File: src/rtl/bhc_pkg.sv
package bhc_pkg;
  localparam int ST_W = 2;

  typedef enum logic [ST_W-1:0] {
    CS_RUN   = 2'b00,
    CS_SLEEP = 2'b01,
    CS_STOP  = 2'b10,
    CS_HELD  = 2'b11
  } core_st_e;
endpackage

File: src/rtl/bhc_wake_merge.sv
module bhc_wake_merge #(
  parameter int N = 4
) (
  input  logic [N-1:0] src,
  output logic         any
);
  logic [N:0] chain;
  assign chain[0] = 1'b0;
  for (genvar i = 0; i < N; i++) begin : g_or
    assign chain[i+1] = chain[i] | src[i];
  end
  assign any = chain[N];
endmodule

File: src/rtl/bhc_primary_fsm.sv
module bhc_primary_fsm
  import bhc_pkg::*;
(
  input  logic     clk,
  input  logic     rst,
  input  logic     sleep_req,
  input  logic     stop_req,
  input  logic     wake_any,
  input  logic     route_wake,
  input  logic     stop_block,
  input  logic     in_stby,
  input  logic     stby_enter,
  input  logic     stby_exit,
  output core_st_e state,
  output logic     wake_pulse
);
  core_st_e state_d;

  always_comb begin
    state_d = state;
    if (stby_enter) begin
      state_d = CS_STOP;
    end else if (stby_exit) begin
      state_d = CS_RUN;
    end else if (!in_stby) begin
      case (state)
        CS_RUN, CS_SLEEP: begin
          if (stop_req && !stop_block) state_d = CS_STOP;
          else if (sleep_req)          state_d = CS_SLEEP;
          else                         state_d = CS_RUN;
        end
        CS_STOP: begin
          if (wake_any || route_wake) state_d = CS_RUN;
        end
        default: state_d = CS_RUN;
      endcase
    end
  end

  always_ff @(posedge clk) begin
    if (rst) begin
      state      <= CS_RUN;
      wake_pulse <= 1'b0;
    end else begin
      state      <= state_d;
      wake_pulse <= (state == CS_STOP) && (state_d == CS_RUN);
    end
  end

  // stop is deferred while the held core is being released
  p_stop_defer_r3: assert property (@(posedge clk) disable iff (rst)
    (state != CS_STOP && stop_req && stop_block && !stby_enter) |=> (state != CS_STOP));

  // routed secondary wake brings the primary core out of stop
  p_route_r5: assert property (@(posedge clk) disable iff (rst)
    (state == CS_STOP && !in_stby && route_wake && !stby_enter) |=> (state == CS_RUN && wake_pulse));

  // primary core is never reported as held
  p_never_held_r4: assert property (@(posedge clk) disable iff (rst)
    state != CS_HELD);
endmodule

File: src/rtl/bhc_secondary_fsm.sv
module bhc_secondary_fsm
  import bhc_pkg::*;
(
  input  logic     clk,
  input  logic     rst,
  input  logic     sleep_req,
  input  logic     stop_req,
  input  logic     wake_any,
  input  logic     pri_wake_any,
  input  logic     released,
  input  logic     in_stby,
  input  logic     stby_enter,
  input  logic     stby_exit,
  output core_st_e state,
  output logic     wake_pulse,
  output logic     pend
);
  core_st_e state_d;
  logic     deliver_ok;
  logic     low_state;
  logic     pend_d;

  assign deliver_ok = released && !pri_wake_any;
  assign low_state  = (state == CS_STOP) || (state == CS_HELD);

  always_comb begin
    state_d = state;
    if (stby_enter) begin
      state_d = CS_HELD;
    end else if (stby_exit) begin
      state_d = (wake_any && deliver_ok) ? CS_RUN : CS_HELD;
    end else if (!in_stby) begin
      case (state)
        CS_HELD:  if (released) state_d = CS_RUN;
        CS_STOP:  if ((wake_any || pend) && deliver_ok) state_d = CS_RUN;
        default: begin
          if (stop_req)       state_d = CS_STOP;
          else if (sleep_req) state_d = CS_SLEEP;
          else                state_d = CS_RUN;
        end
      endcase
    end
  end

  always_comb begin
    pend_d = pend;
    if (low_state && state_d == CS_RUN) pend_d = 1'b0;
    else if ((low_state || in_stby) && wake_any) pend_d = 1'b1;
  end

  always_ff @(posedge clk) begin
    if (rst) begin
      state      <= CS_HELD;
      wake_pulse <= 1'b0;
      pend       <= 1'b0;
    end else begin
      state      <= state_d;
      wake_pulse <= low_state && (state_d == CS_RUN);
      pend       <= pend_d;
    end
  end

  // release takes a held core out of hold outside standby
  p_hold_release_r2: assert property (@(posedge clk) disable iff (rst)
    (state == CS_HELD && released && !in_stby && !stby_enter) |=> (state == CS_RUN && wake_pulse));

  // a pending wake is delivered once released
  p_pend_deliver_r6: assert property (@(posedge clk) disable iff (rst)
    (state == CS_STOP && pend && released && !pri_wake_any && !in_stby && !stby_enter)
      |=> (state == CS_RUN));

  // primary wins a same-cycle wake, secondary stays stopped
  p_prio_r7: assert property (@(posedge clk) disable iff (rst)
    (state == CS_STOP && !in_stby && !stby_enter && pri_wake_any && wake_any)
      |=> (state == CS_STOP && pend));

  // the wake pulse only accompanies the run state
  p_pulse_run_r2: assert property (@(posedge clk) disable iff (rst)
    wake_pulse |-> (state == CS_RUN));
endmodule

File: src/rtl/bhc_illegal_flag.sv
module bhc_illegal_flag (
  input  logic clk,
  input  logic rst,
  input  logic access,
  input  logic held,
  input  logic strap,
  input  logic clr,
  output logic flag
);
  logic hit;
  assign hit = access && held && !strap;

  always_ff @(posedge clk) begin
    if (rst)      flag <= 1'b0;
    else if (hit) flag <= 1'b1;
    else if (clr) flag <= 1'b0;
  end

  // illegal access raises the flag
  p_set_r9: assert property (@(posedge clk) disable iff (rst)
    (access && held && !strap) |=> flag);

  // the flag is sticky without a clear strobe
  p_sticky_r11: assert property (@(posedge clk) disable iff (rst)
    (flag && !clr) |=> flag);
endmodule

File: src/rtl/bhc_boot_hold_ctrl.sv
module bhc_boot_hold_ctrl
  import bhc_pkg::*;
#(
  parameter int PRI_SRC = 4,
  parameter int SEC_SRC = 4
) (
  input  logic               clk,
  input  logic               rst,
  input  logic               rel_bit_i,
  input  logic               strap_i,
  input  logic               pri_sleep_req_i,
  input  logic               pri_stop_req_i,
  input  logic               sec_sleep_req_i,
  input  logic               sec_stop_req_i,
  input  logic               standby_req_i,
  input  logic [PRI_SRC-1:0] pri_wake_i,
  input  logic [SEC_SRC-1:0] sec_wake_i,
  input  logic               sec_access_i,
  input  logic               illegal_clr_i,
  output logic [ST_W-1:0]    pri_state_o,
  output logic [ST_W-1:0]    sec_state_o,
  output logic               pri_wake_o,
  output logic               sec_wake_o,
  output logic               illegal_o,
  output logic               standby_o
);
  logic     pri_any, sec_any, released;
  logic     stby_q, stby_ok, stby_enter, stby_exit;
  logic     route_wake, stop_block, sec_pend;
  core_st_e pri_st, sec_st;

  bhc_wake_merge #(.N(PRI_SRC)) u_pri_merge (.src(pri_wake_i), .any(pri_any));
  bhc_wake_merge #(.N(SEC_SRC)) u_sec_merge (.src(sec_wake_i), .any(sec_any));

  assign released   = rel_bit_i || strap_i;
  assign stby_ok    = !stby_q && ((sec_st == CS_HELD) ||
                      (pri_st == CS_STOP && sec_st == CS_STOP));
  assign stby_enter = standby_req_i && stby_ok;
  assign stby_exit  = stby_q && (pri_any || sec_any);
  assign route_wake = (sec_any || sec_pend) && !released;
  assign stop_block = (sec_st == CS_HELD) && rel_bit_i;

  always_ff @(posedge clk) begin
    if (rst)             stby_q <= 1'b0;
    else if (stby_enter) stby_q <= 1'b1;
    else if (stby_exit)  stby_q <= 1'b0;
  end

  bhc_primary_fsm u_pri (
    .clk(clk), .rst(rst),
    .sleep_req(pri_sleep_req_i), .stop_req(pri_stop_req_i),
    .wake_any(pri_any), .route_wake(route_wake), .stop_block(stop_block),
    .in_stby(stby_q), .stby_enter(stby_enter), .stby_exit(stby_exit),
    .state(pri_st), .wake_pulse(pri_wake_o)
  );

  bhc_secondary_fsm u_sec (
    .clk(clk), .rst(rst),
    .sleep_req(sec_sleep_req_i), .stop_req(sec_stop_req_i),
    .wake_any(sec_any), .pri_wake_any(pri_any), .released(released),
    .in_stby(stby_q), .stby_enter(stby_enter), .stby_exit(stby_exit),
    .state(sec_st), .wake_pulse(sec_wake_o), .pend(sec_pend)
  );

  bhc_illegal_flag u_ill (
    .clk(clk), .rst(rst),
    .access(sec_access_i), .held(sec_st == CS_HELD), .strap(strap_i),
    .clr(illegal_clr_i), .flag(illegal_o)
  );

  assign pri_state_o = pri_st;
  assign sec_state_o = sec_st;
  assign standby_o   = stby_q;

  // standby reports primary stopped and secondary held
  p_stby_states_r8: assert property (@(posedge clk) disable iff (rst)
    standby_o |-> (pri_st == CS_STOP && sec_st == CS_HELD));

  // a request from running cores does not enter standby
  p_stby_refuse_r8: assert property (@(posedge clk) disable iff (rst)
    (!stby_q && standby_req_i && pri_st != CS_STOP && sec_st != CS_HELD) |=> !standby_o);
endmodule

File: config.mk
export PLATFORM = sky130hd
export DESIGN_NAME = bhc_boot_hold_ctrl
export DESIGN_NICKNAME = d
export VERILOG_FILES = /design/src/rtl/bhc_pkg.sv /design/src/rtl/bhc_wake_merge.sv /design/src/rtl/bhc_primary_fsm.sv /design/src/rtl/bhc_secondary_fsm.sv /design/src/rtl/bhc_illegal_flag.sv /design/src/rtl/bhc_boot_hold_ctrl.sv
export SDC_FILE = /design/constraint.sdc
export NUM_CORES = 1
export LEC_CHECK = 0
export BUFFER_PORTS_ARGS = -buffer_cell sky130_fd_sc_hd__buf_4
export CAP_MARGIN = 15
export CORE_AREA = 2 2 39 41
export CTS_CLUSTER_DIAMETER = 80
export DETAILED_ROUTE_END_ITERATION = 10
export DIE_AREA = 0 0 41 43
export PLACE_DENSITY = 0.7
export SKIP_LAST_GASP = 1
export SLEW_MARGIN = 20
export SYNTH_ARGS = -nofsm -noshare
export SYNTH_HDL_FRONTEND = slang
export SYNTH_SLANG_ARGS = --single-unit
File: constraint.sdc
create_clock -name clk -period 2.1 [get_ports clk]
set_input_delay 0.105 -clock clk [delete_from_list [all_inputs] [get_ports clk]]
set_output_delay 0.105 -clock clk [all_outputs]
set_load 0.02 [all_outputs]
# Word level (Yosys, flattened, before mapping)
# Cells that the tools add are included.
classes:
  addsub: 0
  mul: 0
  div: 0
  magnitude_cmp: 0
  n_eq_ne: 4
  shift: 0
  mux: 20
  bitwise_logic: 6
  reduce_logical: 34
ops:
  columns: ["operator", "n"]
  rows:
  - ["2-to-1 mux 2 bit", 12]
  - ["logical AND 1 bit", 15]
  - ["case mux 2 bit (2 select lines)", 2]
  - ["logical OR 1 bit", 7]
  - ["== test 2 bit (second input constant)", 3]
  - ["zero test 2 bit", 3]
  - ["2-to-1 mux 1 bit", 6]
  - ["bitwise OR 1 bit", 6]
  - ["zero test 1 bit", 5]
  - ["nonzero test 2 bit", 2]
  - ["OR reduction 2 bit", 2]
  - ["== test 2 x 1 -> 1 bit (second input constant)", 1]
totals:
  reg_bits: 9
  latchBits: 0
  ramBits: 0
  romBits: 0
  output_inout_bits: 8
  word_cells: 71
  n_memories: 0

# Logic depth before layout (Yosys ltp)
logic_depth:
  word_depth: 14
  mapped_depth: 6
  mapped_depth_nobuf: 5

# Modules after synthesis
# A second synthesis with hierarchy kept.
unflattened:
  hier_cells: 64
  hier_area_um2: 553.0
modules_own_cells:
  columns: ["mod", "instances", "cells_each", "area_each_um2", "seq_area_each_um2"]
  rows:
  - ["bhc_secondary_fsm", 1, 27, 222.7, 80.1]
  - ["bhc_primary_fsm", 1, 17, 178.9, 60.1]
  - ["bhc_boot_hold_ctrl", 1, 14, 97.6, 20.0]
  - ["bhc_illegal_flag", 1, 4, 38.8, 20.0]
  - ["bhc_wake_merge", 2, 1, 7.5, 0.0]

# Worst setup path before layout
# No wires, ideal clock.
synth_path:
  kind: "register to register"
  from: "register stby_q, in the netlist standby_o"
  to: "register u_sec.state[1]"
  setup_ns: 0.122
  arrival_ns: 1.385
  slack_ns: 0.593
  stages_incl_launch_ff: 6
  path_buffers: 1
  path_cell_list: "dfxtp_1 clkbuf_1 inv_1 nand4_1 nand3b_1 a311o_1"
synth_via:
  elab_chain_cells: 4
synth_rtl:
  columns: ["item", "line", "source"]
  rows:
  - ["from (decl)", "bhc_boot_hold_ctrl.sv:28", "logic stby_q, stby_ok, stby_enter, stby_exit;"]
  - ["from (signal assigned)", "bhc_boot_hold_ctrl.sv:44", "if (rst) stby_q <= 1'b0;"]
  - ["from (signal assigned)", "bhc_boot_hold_ctrl.sv:45", "else if (stby_enter) stby_q <= 1'b1;"]
  - ["from (signal assigned)", "bhc_boot_hold_ctrl.sv:46", "else if (stby_exit) stby_q <= 1'b0;"]
  - ["zero test 1 bit", null, null]
  - ["logical AND 1 bit", "bhc_boot_hold_ctrl.sv:36", "assign stby_ok = !stby_q && ((sec_st == CS_HELD) ||"]
  - ["logical AND 1 bit", "bhc_boot_hold_ctrl.sv:38", "assign stby_enter = standby_req_i && stby_ok;"]
  - ["2-to-1 mux 2 bit *", "bhc_secondary_fsm.sv:28", "if (stby_enter) begin"]
  - ["to (signal assigned)", "bhc_secondary_fsm.sv:57", "state <= state_d;"]
  - ["to (decl)", "bhc_secondary_fsm.sv:14", "output core_st_e state,"]
# Every way passes the cells marked *; elsewhere a longest branch is shown, timed or not.
# A chain may end at the register's enable or synchronous reset.

# Final worst setup path
# Same ends and word-level chain as after synthesis.

==> out/results.ini <==
[outcome]
outcome = complete, no violations

[clock_tree]
cts_buffers = 3
clockBufferDepth = 2
cts_tree = done
cts_hold_buf = 0
post_cts_buffers = 0
cts-resized-gates = 0
cts_root_buffer = clkbuf_4
cts.sinks = 9
clk_latency_ps = 260
htreeDepth = 1
clkTransAtPathRegs_ps = 70

[timing]
setup_ws_ps = 643
timing.setup.tns_ps = 0
final-hold-violation-count = 0
holdWs_ps = 69.3
slew-limit-headroom_pct = 71.7
fin_skew_ps = 9.61
period_share_pct = 69.4
setup_viol = 0
fmax_mhz = 686
fin_crit_ps = 1460
final_max_slew_viol_count = 0
rsz0062_at_grt = no
worstMarginPinSlew_ps = 424

[final_layout]
layout.nets = 110
stdcell_count = 106
drive_above_1_share_pct = 38.9
area_growth_pct = 43.8
fill_cells = 141
antennaDiodeCount = 0
fin_util_pct = 55.2

[setup_path]
cp_cell_sequence = inv_1 > nand4_1 > nand3b_1 > a311o_1
startpoint_type = flip-flop
crit_arrival_ps = 1610
r2r_start = standby_o
required_ps = 2260
slowest_stage = dfxtp_1
crit_fanout = 12
crit_start = standby_o
worstSetupPathType = flip-flop to flip-flop
critPathCaptureType = flip-flop
slowest_delay_ps = 550
path_buf_inv = 1
path_delay_family = flip-flops

[place]
dp_slack_ps = 515
gp_congestion = 0.846
dp_hpwl_microns = 1140
post-place-cells = 102
numPortBuffers = 26

[floorplan]
core-area_sq_um = 1380
die_area_sq_um = 1760
io_pins = 27
die_w_microns = 41
rows = 14
die_h_microns = 43
initial_utilization_pct = 38.4

[synth]
synth-seq-cells = 9
synth_nets = 81
avgSynthCellArea_sq_um = 8.58
synthCells = 62
netlist_area_sq_um = 532
yosysSeqAreaShare_pct = 33.9
yosys_warnings = 0
post_synth_num_cell_types = 32

[global_route]
grt_max_degree = 13
grt.overflow.total = 0
grt_pass1_wl_microns = 2130
grt_use_total_pct = 17.4
grt_pass1_vias = 535
antenna_found_initial = 0

[detailed_routing]
wl_per_cell_microns = 13.5
vias = 599
vias_per_cell = 5.65
drtIter0Drc = 17
remaining_drc_errors = 0
routed_wl_microns = 1430
first_pass_iters = 2
antenna_left = 0

[min_path]
hold_class = primary input to flip-flop
worstHoldStart = rst

[power_and_ir_drop]
irDropWorstVdd_mv = 0.309
power.leakage_nw = 0.333
pwr_density_cell_nw_per_um2 = 762

[job]
drv_cap = 0

==> per-stage QoR <==
| stage | area [sq um] | total power, mW |
|---|---|---|
| final | 764 | 0.582 |
| after floorplan | 532 | 0.362 |
| after global routing | 764 | 0.621 |
| after global placement | 738 | 0.446 |
| after CTS | 764 | 0.588 |
| after detailed placement | 738 | 0.451 |
==> cells in the final DEF, fill, tap and decap left out, types with 2 or more instances in the layout <==
cell,count
a21oi_1,4
nor3_1,3
nand2b_1,5
buf_4,26
nor2_1,3
or4_4,2
o21ai_0,2
nand2_1,3
o211a_1,2
clkbuf_4,3
o21ai_1,2
dfxtp_1,9
nand3_1,3
inv_1,3
a21o_1,2
==> flip-flops by register name, summed over array words and instances, names as in the netlist <==
| register | flops |
|---|---|
| u_pri.state | 2 |
| u_sec.state | 2 |
| standby_o | 1 |
| u_ill.flag | 1 |
| u_pri.wake_pulse | 1 |
| u_sec.pend | 1 |
| u_sec.wake_pulse | 1 |
==> cell usage after synthesis <==
| cell type | n | area share, % |
|---|---|---|
| inv_1 | 3 | 2.1 |
| nand3b_1 | 1 | 1.4 |
| and3_1 | 1 | 1.2 |
| a211oi_1 | 1 | 1.4 |
| nor3_1 | 3 | 2.8 |
| a21boi_0 | 1 | 1.4 |
| nor3b_2 | 1 | 2.4 |
| o21ai_1 | 2 | 1.9 |
| nand4_1 | 1 | 1.2 |
| nand4b_1 | 1 | 1.6 |
| clkbuf_1 | 1 | 0.71 |
| or4_4 | 2 | 4.2 |
| nor2b_1 | 1 | 1.2 |
| nand2b_1 | 5 | 5.9 |
| a21o_1 | 2 | 2.8 |
| o21ai_0 | 2 | 1.9 |
| o221ai_2 | 1 | 2.8 |
| a311o_1 | 1 | 1.9 |
| nor2_1 | 3 | 2.1 |
| a21oi_2 | 1 | 1.6 |
| nand3_1 | 3 | 2.8 |
| buf_2 | 1 | 0.94 |
| o311ai_1 | 1 | 1.6 |
| o2bb2ai_1 | 1 | 1.6 |
| a221oi_1 | 1 | 1.6 |
| nand2_1 | 3 | 2.1 |
| o211a_1 | 2 | 3.8 |
| nor4_2 | 1 | 2.4 |
| a22o_1 | 1 | 1.6 |
| dfxtp_1 | 9 | 34 |
| a21oi_1 | 4 | 3.8 |
| a31oi_1 | 1 | 1.2 |
==> cells by family (layout without fill, tap and decap cells) <==
logic type,after synthesis,after routing,share of synthesized area (%)
AO/OA/AOI/OAI,22,22,31.1
AND/OR/NAND/NOR,26,26,31.3
buffers and inverters,5,33,3.76
flip-flops,9,9,33.9
==> report_power, final <==
| part | internal, mW | switching (mW) | leakage [nW] |
|---|---|---|---|
| sequential | 0.197 | 0.0356 | 0.0743 |
| clock | 0.0732 | 0.0628 | 0.0150 |
| combinational | 0.108 | 0.105 | 0.243 |
| total | 0.379 | 0.203 | 0.333 |
==> worst register-to-register path: stages, from the launching register on <==
cell and delay, ps:
dfxtp_1 550, inv_1 160, nand4_1 200, nand3b_1 130
a311o_1 330
==> cell type report <==
class / instances / area, sq um / area share (%)
Timing Repair Buffer: 26 / 195 / 25.5
Clock buffer: 4 / 26.3 / 3.44
Tap cell: 16 / 20.0 / 2.62
Multi-Input combinational cell: 48 / 332 / 43.4
Inverter: 3 / 11.3 / 1.47
Sequential cell: 9 / 180 / 23.6
==> worst paths after layout <==
check | end | slack [ps] | depth (start not counted)
setup / recovery | u_sec.state[1] | 640 | 4
hold reg to reg | u_ill.flag | 480 | 2
hold / removal | u_ill.flag | 70 | 2
setup reg to reg | u_sec.state[1] | 640 | 4
==> routing by layer <==
metal | part of all wire [%] | vias to the layer above | track usage [%]
met2 | 50 | 14 | 27.2
li1 | - | 297 | -
met1 | 44 | 288 | 22.1
met5 | 0 | - | 0
met3 | 5.9 | 0 | 3.14
met4 | 0 | 0 | 8.00
No activity file was read; power rests on OpenSTA's default activity.
